File: config.mk
export PLATFORM = sky130hd
export DESIGN_NAME = adc_result_arbiter
export DESIGN_NICKNAME = d
export VERILOG_FILES = /design/src/rtl/adc_arb_pkg.sv /design/src/rtl/adc_mode_reg.sv /design/src/rtl/adc_result_commit.sv /design/src/rtl/adc_read_mux.sv /design/src/rtl/adc_result_arbiter.sv
export SDC_FILE = /design/constraint.sdc
export NUM_CORES = 1
export LEC_CHECK = 0
export BUFFER_PORTS_ARGS = -buffer_cell sky130_fd_sc_hd__buf_2
export CAP_MARGIN = 10
export CORE_MARGIN = 2
export CORE_UTILIZATION = 25
export DETAILED_ROUTE_END_ITERATION = 8
export PLACE_DENSITY = 0.49
export RECOVER_POWER = 25
export SLEW_MARGIN = 20
export SYNTH_ARGS = -nofsm -noshare
export SYNTH_HDL_FRONTEND = slang
export SYNTH_SLANG_ARGS = --single-unit
File: constraint.sdc
create_clock -name clk -period 2.85 [get_ports clk]
set_input_delay 0.285 -clock clk [delete_from_list [all_inputs] [get_ports clk]]
set_output_delay 0.285 -clock clk [all_outputs]
set_load 0.01 [all_outputs]
File: src/rtl/adc_arb_pkg.sv
// Package: shared register-select encoding for the ADC result arbiter.
// Assumes a 2-bit bus address; the codes are fixed because software decodes them.
package adc_arb_pkg;

    typedef enum logic [1:0] {
        SEL_FULL  = 2'd0,   // result, left-aligned 16-bit view
        SEL_UPPER = 2'd1,   // result upper bits, 8-bit view
        SEL_MODE  = 2'd2,   // mode register
        SEL_NONE  = 2'd3    // unused
    } reg_sel_e;

endpackage

File: src/rtl/adc_mode_reg.sv
// Module: adc_mode_reg
// Holds the converter mode byte. Loads on a decoded write and is otherwise static.
// Assumes the caller has already decoded the address into wr_en.
module adc_mode_reg #(
    parameter int MODE_W = 8
) (
    input  logic              clk,
    input  logic              rst_n,
    input  logic              wr_en,
    input  logic [MODE_W-1:0] wdata,
    output logic [MODE_W-1:0] mode_q
);

    // Load the mode byte on write; synchronous active-low clear.
    always_ff @(posedge clk) begin
        if (!rst_n)
            mode_q <= '0;
        else if (wr_en)
            mode_q <= wdata;
    end


    mode_hold_chk: assert property (@(posedge clk) disable iff (!rst_n)
        !wr_en |=> $stable(mode_q));

endmodule

File: src/rtl/adc_result_commit.sv
// Module: adc_result_commit
// Accepts end-of-conversion values and commits them to the result register.
// A value that meets a result read is held in a one-entry buffer. A value that
// meets a mode write, or that arrives while start is off, is dropped.
// irq_q pulses in the cycle after each commit edge.
// Assumes res_read and mode_wr are already decoded and never both high.
module adc_result_commit #(
    parameter int RES_W = 10
) (
    input  logic             clk,
    input  logic             rst_n,
    input  logic             eoc,
    input  logic [RES_W-1:0] eoc_data,
    input  logic             start_on,
    input  logic             mode_wr,
    input  logic             res_read,
    output logic [RES_W-1:0] result_q,
    output logic             irq_q
);

    logic             accept;
    logic             pend_v;
    logic [RES_W-1:0] pend_d;
    logic             cand_v;
    logic [RES_W-1:0] cand_d;

    // Choose the value waiting to be committed: a fresh strobe beats the buffer.
    always_comb begin
        accept = eoc && start_on && !mode_wr;
        cand_v = accept || pend_v;
        cand_d = accept ? eoc_data : pend_d;
    end

    // Commit when the result is not being read, otherwise defer into the buffer.
    always_ff @(posedge clk) begin
        if (!rst_n) begin
            result_q <= '0;
            pend_v   <= 1'b0;
            pend_d   <= '0;
            irq_q    <= 1'b0;
        end else begin
            irq_q <= cand_v && !res_read;
            if (cand_v) begin
                if (res_read) begin
                    pend_v <= 1'b1;
                    pend_d <= cand_d;
                end else begin
                    result_q <= cand_d;
                    pend_v   <= 1'b0;
                end
            end
        end
    end


    result_moves_with_irq_chk: assert property (@(posedge clk) disable iff (!rst_n)
        !irq_q |-> $stable(result_q));


    no_irq_after_read_chk: assert property (@(posedge clk) disable iff (!rst_n)
        irq_q |-> !$past(res_read));


    pend_empty_after_idle_chk: assert property (@(posedge clk) disable iff (!rst_n)
        !$past(res_read) |-> !pend_v);


    mode_clash_drops_chk: assert property (@(posedge clk) disable iff (!rst_n)
        (mode_wr && eoc && !pend_v) |=> !irq_q);


    stopped_ignores_chk: assert property (@(posedge clk) disable iff (!rst_n)
        (!start_on && eoc && !pend_v) |=> !irq_q);

endmodule

File: src/rtl/adc_read_mux.sv
// Module: adc_read_mux
// Combinational read data for the bus: full left-aligned view, upper-byte view,
// or mode byte. Returns zero when no read is in progress or the address is unused.
// Assumes RES_W <= BUS_W, BYTE_W <= RES_W and MODE_W <= BUS_W.
module adc_read_mux
    import adc_arb_pkg::*;
#(
    parameter int RES_W  = 10,
    parameter int BUS_W  = 16,
    parameter int BYTE_W = 8,
    parameter int MODE_W = 8
) (
    input  logic              rd_en,
    input  reg_sel_e          sel,
    input  logic [RES_W-1:0]  result,
    input  logic [MODE_W-1:0] mode,
    output logic [BUS_W-1:0]  rdata
);

    localparam int FULL_PAD  = BUS_W - RES_W;
    localparam int UPPER_PAD = BUS_W - BYTE_W;
    localparam int MODE_PAD  = BUS_W - MODE_W;

    logic [BUS_W-1:0] full_view;
    logic [BUS_W-1:0] upper_view;
    logic [BUS_W-1:0] mode_view;

    // Build each view at bus width.
    generate
        if (FULL_PAD > 0) begin : g_full_pad
            assign full_view = {result, {FULL_PAD{1'b0}}};
        end else begin : g_full_flat
            assign full_view = result;
        end
        if (UPPER_PAD > 0) begin : g_upper_pad
            assign upper_view = {{UPPER_PAD{1'b0}}, result[RES_W-1 -: BYTE_W]};
        end else begin : g_upper_flat
            assign upper_view = result[RES_W-1 -: BYTE_W];
        end
        if (MODE_PAD > 0) begin : g_mode_pad
            assign mode_view = {{MODE_PAD{1'b0}}, mode};
        end else begin : g_mode_flat
            assign mode_view = mode;
        end
    endgenerate

    // Select the addressed view while a read is active.
    always_comb begin
        rdata = '0;
        if (rd_en) begin
            unique case (sel)
                SEL_FULL:  rdata = full_view;
                SEL_UPPER: rdata = upper_view;
                SEL_MODE:  rdata = mode_view;
                default:   rdata = '0;
            endcase
        end
    end

endmodule

File: src/rtl/adc_result_arbiter.sv
// Module: adc_result_arbiter (top)
// Decodes the bus into result reads and mode writes, keeps the mode byte, and
// arbitrates converter result updates against CPU accesses.
// Assumes a single-cycle bus with combinational read data, and that the
// converter core delivers one-cycle end-of-conversion strobes.
module adc_result_arbiter
    import adc_arb_pkg::*;
#(
    parameter int RES_W     = 10,
    parameter int BUS_W     = 16,
    parameter int BYTE_W    = 8,
    parameter int MODE_W    = 8,
    parameter int START_BIT = 7,
    parameter int EN_BIT    = 0
) (
    input  logic              clk,
    input  logic              rst_n,
    input  logic              eoc_strobe,
    input  logic [RES_W-1:0]  eoc_result,
    input  logic              bus_rd,
    input  logic              bus_wr,
    input  logic [1:0]        bus_addr,
    input  logic [BYTE_W-1:0] bus_wdata,
    output logic [BUS_W-1:0]  bus_rdata,
    output logic              conv_start,
    output logic              conv_enable,
    output logic              conv_irq
);

    reg_sel_e          sel;
    logic              res_read;
    logic              mode_wr;
    logic [MODE_W-1:0] mode_q;
    logic [RES_W-1:0]  result_q;

    // Decode the bus strobes into result-read and mode-write events.
    always_comb begin
        sel      = reg_sel_e'(bus_addr);
        res_read = bus_rd && ((sel == SEL_FULL) || (sel == SEL_UPPER));
        mode_wr  = bus_wr && (sel == SEL_MODE);
    end

    adc_mode_reg #(.MODE_W(MODE_W)) u_mode (
        .clk    (clk),
        .rst_n  (rst_n),
        .wr_en  (mode_wr),
        .wdata  (bus_wdata),
        .mode_q (mode_q)
    );

    adc_result_commit #(.RES_W(RES_W)) u_commit (
        .clk      (clk),
        .rst_n    (rst_n),
        .eoc      (eoc_strobe),
        .eoc_data (eoc_result),
        .start_on (mode_q[START_BIT]),
        .mode_wr  (mode_wr),
        .res_read (res_read),
        .result_q (result_q),
        .irq_q    (conv_irq)
    );

    adc_read_mux #(
        .RES_W  (RES_W),
        .BUS_W  (BUS_W),
        .BYTE_W (BYTE_W),
        .MODE_W (MODE_W)
    ) u_mux (
        .rd_en  (bus_rd),
        .sel    (sel),
        .result (result_q),
        .mode   (mode_q),
        .rdata  (bus_rdata)
    );

    // Drive the control bits to the converter core.
    always_comb begin
        conv_start  = mode_q[START_BIT];
        conv_enable = mode_q[EN_BIT];
    end

endmodule

Word-level counts from Yosys, hierarchy flattened

Cells that the tools add are included.

Reductions and logical operators: 12
Equal/unequal tests: 2
Muxes and demuxes: 4
Divide/modulo/power cells: 0
Order comparisons: 0
Shift-type cells: 0
Bitwise operators: 1
Add/subtract/negate cells: 0
Multipliers: 0

Operators by type and width:

| operator             | count |
|---|---|
| $pmux W16 S3         | 1 |
| $mux W16             | 1 |
| $mux W10             | 1 |
| $logic_and A1 B1 Y1  | 5 |
| $reduce_and A2 Y1    | 2 |
| $eq A2 B1 Y1 const B | 1 |
| $eq A2 B2 Y1 const B | 1 |
| $logic_not A1 Y1     | 2 |
| $logic_not A2 Y1     | 1 |
| $logic_or A1 B1 Y1   | 2 |
| $mux W1              | 1 |
| $not A1 Y1           | 1 |

Logic and storage cells: 24
Memories: 0
Latch bits: 0
ROM bits: 0
Memory bits (writable): 0
Output and inout port bits: 19
Bits in registers: 30

Logic depth before layout (Yosys ltp)

Gate-level depths: netlist (run 1).

Depth in word-level cells: 6
Depth in mapped cells: 6
Depth with buffers taken out: 4

Hierarchy

From an unflattened synthesis (run 1), not the netlist that was laid out.

Cells, all modules: 172
Area, all modules: 1574.0 um2

By module, submodules not included:

| module             | cells an instance | instances | area each (um2) | seq. area each (um2) |
|---|---|---|---|---|
| adc_result_commit  | 113               | 1         | 1034.7          | 440.4 |
| adc_mode_reg       | 25                | 1         | 301.5           | 160.2 |
| adc_read_mux       | 32                | 1         | 222.7           | 0.0 |
| adc_result_arbiter | 2                 | 1         | 15.0            | 0.0 |

Worst setup path after synthesis (run 1)

No wires, ideal clock.

Kind: input -> output
Start point: input port bus_addr[1]
End point: output port bus_rdata[0]
Path buffers: 2
Slack: 1.492 ns
Stages on the path: 5
Data required time: 2.565 ns
Arrival time: 1.073 ns
Cells stage by stage: buf_4 nor2b_1 clkbuf_1 a22oi_1 nor2b_1

Longest elaborated chain between the ends: 3
Elaborated cells on any way between the ends: 5
Classes of those cells: 2 x eq/ne; 2 x mux; 1 x reduce/logical

Ends and longest elaborated chain:

| element                                    | line                     | source |
|---|---|---|
| from (decl)                                | adc_result_arbiter.sv:22 | `input logic [1:0] bus_addr,` |
| $eq A2 B2 Y1, or another cell as far along | adc_read_mux.sv:51       | `unique case (sel)` |
| $pmux W16 S3 *                             | adc_read_mux.sv:51       |  |
| $mux W16 *                                 | adc_read_mux.sv:50       | `if (rd_en) begin` |
| to (decl)                                  | adc_result_arbiter.sv:24 | `output logic [BUS_W-1:0] bus_rdata,` |

Every way passes the cells marked *; elsewhere a longest branch is shown, timed or not.

Worst setup path after layout (run 1)

Start point: input port bus_addr[1]
End point: register u_commit.result_q[5]

Longest elaborated chain between the ends: 6
Elaborated cells on any way between the ends: 12
Classes of those cells: 2 x eq/ne; 1 x mux; 1 x bitwise; 8 x reduce/logical

Ends and longest elaborated chain:

| element                            | line                     | source |
|---|---|---|
| $eq A2 B2 Y1                       | adc_result_arbiter.sv:40 | `mode_wr = bus_wr && (sel == SEL_MODE);` |
| $logic_and A1 B1 Y1                | adc_result_arbiter.sv:40 |  |
| $logic_not A1 Y1                   | adc_result_commit.sv:29  | `accept = eoc && start_on && !mode_wr;` |
| $logic_and A1 B1 Y1                | adc_result_commit.sv:29  |  |
| $logic_or A1 B1 Y1                 | adc_result_commit.sv:30  | `cand_v = accept \|\| pend_v;` |
| $reduce_and A2 Y1 (no source line) | --                       |  |
| to (signal assigned)               | adc_result_commit.sv:48  | `result_q <= cand_d;` |
| to (decl)                          | adc_result_commit.sv:17  | `output logic [RES_W-1:0] result_q,` |

Parallel ways exist; a longest one is shown, timed or not.
A chain may end at the register's enable or synchronous reset.

==> results of run 1 <==
cells by family (layout without fill, tap and decap cells):
family / Yosys count / after routing / synth area share [%]
buffers and inverters: 11 / 53 / 3.94
multiplexers: 12 / 12 / 8.60
AND/OR/NAND/NOR: 78 / 78 / 26.9
flip-flops: 30 / 30 / 43.0
AO/OA/AOI/OAI: 38 / 38 / 17.6
metrics by stage:
stage          instances  setup WS [ns]  util, %  power (mW)
6_report             283           1.00     32.1       0.862
5_1_grt              283          0.885     32.1       0.905
4_1_cts              283           1.09     32.2       0.874
3_5_place_dp         275          0.941     30.4       0.508
3_3_place_gp         275          0.921     30.4       0.508
2_1_floorplan        169           1.49        -       0.477
power groups by stage:
stage / Combinational [mW] / Sequential [mW] / Clock, mW
after floorplan: 0.0365 / 0.440 / 0
after global placement: 0.0653 / 0.442 / 0
after detailed placement: 0.0655 / 0.442 / 0
after CTS: 0.0659 / 0.433 / 0.375
after global routing: 0.0723 / 0.433 / 0.399
final: 0.0646 / 0.432 / 0.365
final cells by class:
class | count | share of cell area [%]
Timing Repair Buffer | 43 | 12.1
Sequential cell | 30 | 34.4
Clock inverter | 2 | 0.717
Tap cell | 72 | 5.17
Clock buffer | 6 | 4.73
Multi-Input combinational cell | 128 | 42.5
Inverter | 2 | 0.430
layout by cell type (no fill, tap or decap), drive strengths merged, types with 2 or more instances in the layout:
| cell | instances |
|---|---|
| buf | 39 |
| a21oi | 19 |
| inv | 2 |
| nor2 | 12 |
| o21ai | 2 |
| a22oi | 6 |
| and2 | 11 |
| mux2i | 12 |
| nor2b | 8 |
| dfxtp | 30 |
| nand3 | 2 |
| clkbuf | 10 |
| nand2 | 40 |
| a221oi | 10 |
sequential cells by signal (all words and copies together) (netlist names):
| name | count |
|---|---|
| u_commit.pend_d | 10 |
| u_commit.result_q | 10 |
| u_mode.mode_q | 8 |
| u_commit.irq_q | 1 |
| u_commit.pend_v | 1 |
worst min path at each step:
stage	cells past startpoint	endpoint	start	slack, ns
2_1_floorplan	2	u_commit.pend_d[0]	eoc_result[0]	0.42
3_3_place_gp	2	u_commit.pend_d[9]	u_commit.pend_d[9]	0.44
3_5_place_dp	2	u_commit.pend_d[3]	u_commit.pend_d[3]	0.45
4_1_cts	3	u_mode.mode_q[4]	bus_wdata[4]	0.22
5_1_grt	3	u_commit.pend_d[3]	eoc_result[3]	0.23
6_report	3	u_mode.mode_q[4]	bus_wdata[4]	0.23
routing by layer:
metal | part of all wire [%] | vias to the layer above
met5 | 0 | -
li1 | - | 664
met3 | 6.9 | 6
met2 | 41 | 41
met4 | 1.6 | 0
met1 | 50 | 558
critical path: stages:
cell and delay [ns]:
clkbuf_1 0.33, nand2b_1 0.23, nand4_1 0.44, nand2_1 0.49, a221oi_1 0.17
==> reports/metrics.cfg, run 1 <==
[run_status]
outcome = complete, no violations

[critical_path]
r2r_cells = 3
ff2ff_setup_slack_ns = 1.10
critPathKind = input pin to flop
cp_data_required_time_ns = 2.95
critPathCapture = u_commit.result_q[5]
critPathArrivalTime_ns = 1.95
r2r-end = u_commit.result_q[5]
startpoint = bus_addr[1]
path_max_fanout = 12
cp-end-kind = flop
rr_startpoint = u_mode.mode_q[7]
start_kind = input pin

[route]
wirelength_um = 3740
via_per_inst = 4.48
ant_nets = 0
route.detailed.drc = 0
drt-initial-drc-count = 57
wl_per_cell_um = 13.2
first_pass_iters = 4
vias = 1269

[grt]
grt_antenna_before_repair = 0
grt_max_degree = 31
grt_pass1_wl_um = 6020
globalRouteMet2Util_pct = 17.9
gr-total-overflow = 0
met1_usage_pct = 17.4
grt_usage_pct = 12.6
grt_busiest_layer = met2
met3_usage_pct = 4.43
grt_pass1_vias = 1207

[cells_and_area]
seq_area_um2 = 601
final_nets = 235
layout-drive-gt1-share_pct = 23.2
diodes = 0
multi_input_area_um2 = 741
final_area_um2 = 1740
fill_cells = 601
synthToLayoutAreaGrowth_pct = 24.9

[clock_network]
cts_sinks = 30
clockRootBuffer = clkbuf_8
clock_latency_ns = 0.28
cts_buffer_depth = 2
htree_num_levels = 2
tritoncts = yes
path_clk_slew_ns = 0.07
postCtsHoldBufs = 0
cts-buffers-inserted = 5
cts_resized = 0
postCtsSetupBuffers = 0

[synthesis]
synth_nets = 194
synth_commonest_cells = 40 x nand2_1, 30 x dfxtp_1, 19 x a21oi_1, 12 x mux2i_1, 12 x nor2_1
synthTopCellsByArea = dfxtp_1 43%, nand2_1 11%, mux2i_1 8.6%, a21oi_1 6.8%, a221oi_1 6.3%
netlist_area_um2 = 1400
synth_cells = 169
synth_area_per_cell_um2 = 8.26
synth_most_common_cell = nand2_1
synth-seq-area-share_pct = 43.0
yosysTopAreaCell = dfxtp_1
async_flop_share_pct = 0
synth_top_flop_cell = dfxtp_1
ys_seq_elements = 30
yosysUniqueCellTypes = 23
ys_warn_count = 0
synth_edf_count = 0
yosys.area.top_type_share_pct = 43.0

[timing]
tightest_slew_ns = 0.950
post-route-period-util_pct = 64.9
holdWs_ns = 0.233
grt_setup_unrepaired = no
drv_slew = 0
finalSetupViolCount = 0
tns_ns = 0
hold_viol_final = 0
relSlewSlack_pct = 36.6
fin_crit_ns = 1.85
clock.fmax_mhz = 541
clock_skew_ns = 0.00877

[placement]
gp_congestion = 0.786
dp.final_hpwl_um = 2710
postPlaceCellArea_um2 = 1650
io_buffers = 43

[floorplan]
core-area_um2 = 5440
start_util_pct = 25.7
die-area_um2 = 6200
die_width_um = 78.7
die_y_um = 78.7
row_count = 27
ios = 44

[pwr]
sw_frac_of_total_pct = 24.9
p_leak_nw = 0.741
vdd_ir_drop_max_uv = 221
power_frac_seq_pct = 50.2
combPwrFrac_pct = 7.5
p_per_area_nw_per_um2 = 494
clock_power_share_pct = 42.3
internal-power_mw = 0.647
p_sw_mw = 0.214

[job]
drv_cap = 0

[hold_path]
holdCritPathClass = input pin to flop

(Power assumes the default switching activity.)
==> run 2: changes to the inputs <==
--- a/config.mk
+++ b/config.mk
@@ -10,7 +10,7 @@
 export CORE_MARGIN = 2
 export CORE_UTILIZATION = 25
 export DETAILED_ROUTE_END_ITERATION = 8
-export PLACE_DENSITY = 0.49
+export PLACE_DENSITY = 0.51
 export RECOVER_POWER = 25
 export SLEW_MARGIN = 20
 export SYNTH_ARGS = -nofsm -noshare
==> constraint.sdc (replaced) <==
create_clock -name clk -period 1.7 [get_ports clk]
set_input_delay 0.17 -clock clk [delete_from_list [all_inputs] [get_ports clk]]
set_output_delay 0.17 -clock clk [all_outputs]
set_load 0.01 [all_outputs]
==> run 2 against run 1 <==
Clock skew fell by 0.0035 ns. Wire length rose by 5.8%. Critical path depth is the same. Sequential power grew 68%. Critical path type is now flop to output pin.
==> reports/metrics.cfg, run 2 (synthesis results as in run 1) <==
[run_status]
outcome = complete, no violations  ; unchanged

[critical_path]
start_kind = flop  ; was input pin
rr_startpoint = u_mode.mode_q[7]  ; unchanged
r2r-end = u_commit.result_q[2]  ; was u_commit.result_q[5]
critPathArrivalTime_ns = 1.31  ; was 1.95 ns
path_max_fanout = 6  ; was 12
cp_data_required_time_ns = 1.53  ; was 2.95 ns
ff2ff_setup_slack_ns = 0.39  ; was 1.10 ns
cp-end-kind = output pin  ; was flop
r2r_cells = 4  ; was 3
crit_slowest_cell = dfxtp_1  ; was nand2_1
crit_chain = buf_4 > mux2i_1 > o21ai_0 > and2_1 > buf_2  ; was clkbuf_1 > nand2b_1 > nand4_1 > nand2_1 > a221oi_1
max_stage_delay_ns = 0.35  ; was 0.49 ns
critPathKind = flop to output pin  ; was input pin to flop

[timing]
fin_crit_ns = 1.48
grt_setup_unrepaired = no  ; unchanged
tightest_slew_ns = 0.526  ; was 0.950 ns
drv_slew = 0  ; unchanged
relSlewSlack_pct = 64.9  ; was 36.6%
fin_ws_ns = 0.221  ; was 1.00 ns
finalSetupViolCount = 0  ; unchanged
clock_skew_ns = 0.00530  ; was 0.00877 ns
tns_ns = 0  ; unchanged
post-route-period-util_pct = 87.0
holdWs_ns = 0.115  ; was 0.233 ns
hold_viol_final = 0  ; unchanged
clock.fmax_mhz = 676

[clock_network]
postCtsHoldBufs = 0  ; unchanged
path_clk_slew_ns = 0.07  ; about the same
cts_sinks = 30  ; unchanged
clock_latency_ns = 0.29  ; was 0.28 ns
cts_resized = 0  ; unchanged
postCtsSetupBuffers = 0  ; unchanged
htree_num_levels = 2  ; unchanged
clockRootBuffer = clkbuf_8  ; unchanged
cts_buffer_depth = 2  ; unchanged
tritoncts = yes  ; unchanged
cts-buffers-inserted = 5  ; unchanged

[hold_path]
worstHoldStart = bus_wdata[0]  ; was bus_wdata[4]
holdCritPathClass = input pin to flop  ; unchanged
holdPathEnd = u_mode.mode_q[0]  ; was u_mode.mode_q[4]
min_path_cells = 3  ; unchanged

[grt]
grt_pass1_wl_um = 6320  ; was 6020 um
gr-total-overflow = 0  ; unchanged
grt_antenna_before_repair = 0  ; unchanged
grt_max_degree = 31  ; unchanged
grt_usage_pct = 13.4  ; was 12.6%
grt_pass1_vias = 1260  ; was 1207

[floorplan]
die_y_um = 78.7  ; unchanged
die-area_um2 = 6200  ; unchanged
ios = 44  ; unchanged
die_width_um = 78.7  ; unchanged
core-area_um2 = 5440  ; unchanged
row_count = 27  ; unchanged
start_util_pct = 25.7  ; unchanged

[job]
drv_cap = 0  ; unchanged

[route]
wl_per_cell_um = 13.7  ; was 13.2 um
wirelength_um = 3950  ; was 3740 um
via_per_inst = 4.60  ; was 4.48
vias = 1328  ; was 1269
drt-initial-drc-count = 60  ; was 57
ant_nets = 0  ; unchanged
first_pass_iters = 4  ; unchanged
route.detailed.drc = 0  ; unchanged

[pwr]
p_per_area_nw_per_um2 = 811  ; was 494 nW/um2
power.total_mw = 1.45  ; was 0.862 mW
p_leak_nw = 0.774  ; was 0.741 nW
vdd_ir_drop_max_uv = 409  ; was 221 uV

[placement]
pre_cts_ws_ns = 0.184  ; was 0.941 ns
dp_cells = 281  ; was 275
gp_congestion = 0.779  ; was 0.786
dp.final_hpwl_um = 2800  ; was 2710 um
io_buffers = 43  ; unchanged

[cells_and_area]
fin_cells = 289  ; was 283
layout-drive-gt1-share_pct = 24.9  ; was 23.2%
diodes = 0  ; unchanged
fill_cells = 597  ; was 601
top_regs = u_commit.pend_d: 10 flops, u_commit.result_q: 10 flops, u_mode.mode_q: 8 flops  ; unchanged
final_cell_mix = 40 x nand2_1, 40 x buf_2, 30 x dfxtp_1, 19 x a21oi_1  ; was 40 x nand2_1, 39 x buf_2, 30 x dfxtp_1, 19 x a21oi_1
synthToLayoutAreaGrowth_pct = 27.7  ; was 24.9%
final_nets = 241  ; was 235

-- run 2: worst max path at each step --
stage	from	to	slack [ns]	depth (start not counted)
final	u_mode.mode_q[7]	bus_rdata[7]	0.22	5
after global routing	u_mode.mode_q[7]	bus_rdata[7]	0.09	5
after CTS	u_mode.mode_q[7]	bus_rdata[7]	0.25	5
after detailed placement	bus_addr[0]	u_commit.result_q[4]	0.18	5
after global placement	bus_addr[0]	u_commit.result_q[4]	0.27	5
after floorplan	u_mode.mode_q[7]	u_commit.result_q[0]	0.52	4
-- run 2: area by class of cell --
class | count | area (um2) | share of cell area (%)
Tap cell | 72 | 90.1 | 5.05
Clock buffer | 7 | 86.3 | 4.84
Clock inverter | 1 | 5.00 | 0.281
Inverter | 2 | 7.51 | 0.421
Sequential cell | 30 | 601 | 33.7
Timing Repair Buffer | 49 | 253 | 14.2
Multi-Input combinational cell | 128 | 741 | 41.5
-- run 2: metal layers --
| metal | vias to the layer above | GRT usage [%] | wire length (um) |
|---|---|---|---|
| li1 | 677 | - | - |
| met1 | 595 | 18.0 | 1920 |
| met2 | 49 | 18.5 | 1620 |
| met3 | 7 | 6.02 | 335 |
| met4 | 0 | 5.09 | 73 |
| met5 | - | 0 | 0 |
-- run 2: report_power, final --
part / total (mW) / switching (mW) / internal [mW]
clock: 0.605 / 0.279 / 0.326
sequential: 0.724 / 0.00896 / 0.715
combinational: 0.116 / 0.0660 / 0.0505
total: 1.45 / 0.354 / 1.09
-- run 2: worst max-delay path, delay by kind of cell (launching register included) --
family,cells,cell delay [ns]
AOI/OAI and AO/OA,1,0.16
muxes,1,0.06
DFF,1,0.35
and+or+nand+nor,1,0.17
buffers and inverters,2,0.28
-- run 2: per-stage QoR --
| stage | utilization, % | instance area (um2) |
|---|---|---|
| floorplan | - | 1400 |
| CTS | 32.9 | 1790 |
| global route | 32.8 | 1780 |
| global placement | 31.2 | 1700 |
| finish | 32.8 | 1780 |
| detailed placement | 31.2 | 1700 |
==> run 3: changes to the inputs <==
--- a/config.mk
+++ b/config.mk
@@ -7,10 +7,13 @@
 export LEC_CHECK = 0
 export BUFFER_PORTS_ARGS = -buffer_cell sky130_fd_sc_hd__buf_2
 export CAP_MARGIN = 10
+export CELL_PAD_IN_SITES_DETAIL_PLACEMENT = 1
+export CELL_PAD_IN_SITES_GLOBAL_PLACEMENT = 1
 export CORE_MARGIN = 2
 export CORE_UTILIZATION = 25
 export DETAILED_ROUTE_END_ITERATION = 8
-export PLACE_DENSITY = 0.51
+export GPL_ROUTABILITY_DRIVEN = 0
+export PLACE_DENSITY = 0.64
 export RECOVER_POWER = 25
 export SLEW_MARGIN = 20
 export SYNTH_ARGS = -nofsm -noshare
==> run 3 against run 2 <==
Fmax increased by 1.1%. Critical path type is now input pin to output pin. Sequential cell count unchanged. Hold slack improved by 0.014 ns. Global-route usage decreased by 0.16 points. Final area about the same. Clock power decreased by 3%. Critical path depth unchanged. Cell count unchanged. Clock skew about the same.
==> reports/metrics.cfg, run 3 (synthesis results as in run 1) <==
[timing]
grt_setup_unrepaired = no  ; unchanged
relSlewSlack_pct = 63.3  ; was 64.9%
fin_ws_ns = 0.238  ; was 0.221 ns
holdWs_ns = 0.128  ; was 0.115 ns
tns_ns = 0  ; unchanged
drv_slew = 0  ; unchanged
post-route-period-util_pct = 86.0  ; was 87.0%
tightest_slew_ns = 0.551  ; was 0.526 ns
finalSetupViolCount = 0  ; unchanged
hold_viol_final = 0  ; unchanged
fin_crit_ns = 1.46  ; was 1.48 ns
clock.fmax_mhz = 684  ; was 676 MHz
clock_skew_ns = 0.00514  ; was 0.00530 ns

[placement]
io_buffers = 43  ; unchanged
dp.final_hpwl_um = 2930  ; was 2800 um
pre_cts_ws_ns = 0.220  ; was 0.184 ns
dp_cells = 281  ; unchanged

[route]
drt-initial-drc-count = 50  ; was 60
wirelength_um = 3900  ; was 3950 um
wl_per_cell_um = 13.5  ; was 13.7 um
first_pass_iters = 4  ; unchanged
ant_nets = 0  ; unchanged
vias = 1329  ; was 1328
via_per_inst = 4.60  ; about the same
route.detailed.drc = 0  ; unchanged

[clock_network]
postCtsHoldBufs = 0  ; unchanged
cts_sinks = 30  ; unchanged
postCtsSetupBuffers = 0  ; unchanged
path_clk_slew_ns = 0.06  ; was 0.07 ns
clockRootBuffer = clkbuf_8  ; unchanged
clock_latency_ns = 0.28  ; was 0.29 ns
htree_num_levels = 2  ; unchanged
cts_buffer_depth = 2  ; unchanged
tritoncts = yes  ; unchanged
cts_resized = 0  ; unchanged
cts-buffers-inserted = 5  ; unchanged

[critical_path]
max_stage_delay_ns = 0.42  ; was 0.35 ns
critPathKind = input pin to output pin  ; was flop to output pin
path_max_fanout = 8  ; was 6
critPathBufInv = 2  ; unchanged
start_kind = input pin  ; was flop
crit_top_cell = buf_2
cp_data_required_time_ns = 1.53  ; about the same
cp.depth = 5  ; unchanged
cp-end-kind = output pin  ; unchanged
r2r_cells = 4  ; unchanged
crit_chain = buf_2 > nand2b_1 > nor2_1 > and2_1 > buf_2  ; was buf_4 > mux2i_1 > o21ai_0 > and2_1 > buf_2
critPathArrivalTime_ns = 1.29  ; was 1.31 ns
crit_family = simple AND/OR/NAND/NOR gates  ; was flip-flops
crit_slowest_cell = nor2_1  ; was dfxtp_1

[floorplan]
die_width_um = 78.7  ; unchanged
die-area_um2 = 6200  ; unchanged
ios = 44  ; unchanged
start_util_pct = 25.7  ; unchanged
row_count = 27  ; unchanged
core-area_um2 = 5440  ; unchanged
die_y_um = 78.7  ; unchanged

[cells_and_area]
multi_input_area_um2 = 741  ; unchanged
fin_cells = 289  ; unchanged
diodes = 0  ; unchanged
final_common_cell = buf_2
fill_cells = 684  ; was 597
final_nets = 241  ; unchanged
seq_area_um2 = 601  ; unchanged
layout-drive-gt1-share_pct = 25.3  ; was 24.9%
top_regs = u_commit.pend_d: 10 flops, u_commit.result_q: 10 flops, u_mode.mode_q: 8 flops  ; unchanged
final_cell_mix = 41 x buf_2, 40 x nand2_1, 30 x dfxtp_1, 19 x a21oi_1  ; was 40 x nand2_1, 40 x buf_2, 30 x dfxtp_1, 19 x a21oi_1
synthToLayoutAreaGrowth_pct = 27.8  ; was 27.7%

[grt]
grt_antenna_before_repair = 0  ; unchanged
grt_max_degree = 31  ; unchanged
gr-total-overflow = 0  ; unchanged
grt_pass1_vias = 1266  ; was 1260
grt_usage_pct = 13.2  ; was 13.4%
grt_pass1_wl_um = 6310  ; was 6320 um

[job]
drv_cap = 0  ; unchanged

[pwr]
p_leak_nw = 0.777  ; was 0.774 nW
power.total_mw = 1.43  ; was 1.45 mW
p_per_area_nw_per_um2 = 801  ; was 811 nW/um2
vdd_ir_drop_max_uv = 286  ; was 409 uV

[run_status]
outcome = complete, no violations  ; unchanged

[hold_path]
holdCritPathClass = input pin to flop  ; unchanged
min_path_cells = 3  ; unchanged

[run 3: cell count changes in the layout (fill, tap and decap cells not counted)]
cell | previous run | this run
buf_2 | 40 | 41
clkbuf_1 | 5 | 4
[run 3: per-layer routing]
layer | global-route usage (%) | up-vias | wire (um)
met5 | 0 | - | 0
met2 | 21.6 | 27 | 1790
met1 | 16.7 | 617 | 1890
met3 | 4.09 | 4 | 181
li1 | - | 681 | -
met4 | 3.68 | 0 | 31
[run 3: tightest hold or removal path: stages]
cell,delay [ns]
buf_2,0.09
nand2_1,0.04
a21oi_1,0.05
[run 3: cell type report]
type	count	share of cell area [%]
clock buffers	7	4.84
clock inverters	1	0.281
inverters	2	0.421
multi-input cells	128	41.5
flip-flops and latches	30	33.7
well taps	72	5.05
repair buffers	49	14.2
[run 3: report_power, final]
group          switching [mW]  total (mW)  internal (mW)  leakage [nW]
registers             0.00898       0.724          0.715         0.242
logic                  0.0662       0.116         0.0498         0.486
clock network           0.263       0.589          0.326        0.0482
total                   0.338        1.43           1.09         0.777
[run 3: path summary, 6_finish.rpt]
kind / start / to / slack (ns)
worst max-delay path: bus_addr[1] / bus_rdata[15] / 0.24
worst min register to register: u_commit.pend_d[1] / u_commit.pend_d[1] / 0.46
worst min-delay path: bus_wdata[1] / u_mode.mode_q[1] / 0.13
worst max register to register: u_mode.mode_q[7] / u_commit.irq_q / 0.39
[run 3: stage by stage]
stage	cell area, um2	util (%)
finish	1780	32.8
global route	1780	32.8
detailed placement	1700	31.2
floorplan	1400	-
CTS	1790	32.9
global placement	1700	31.2
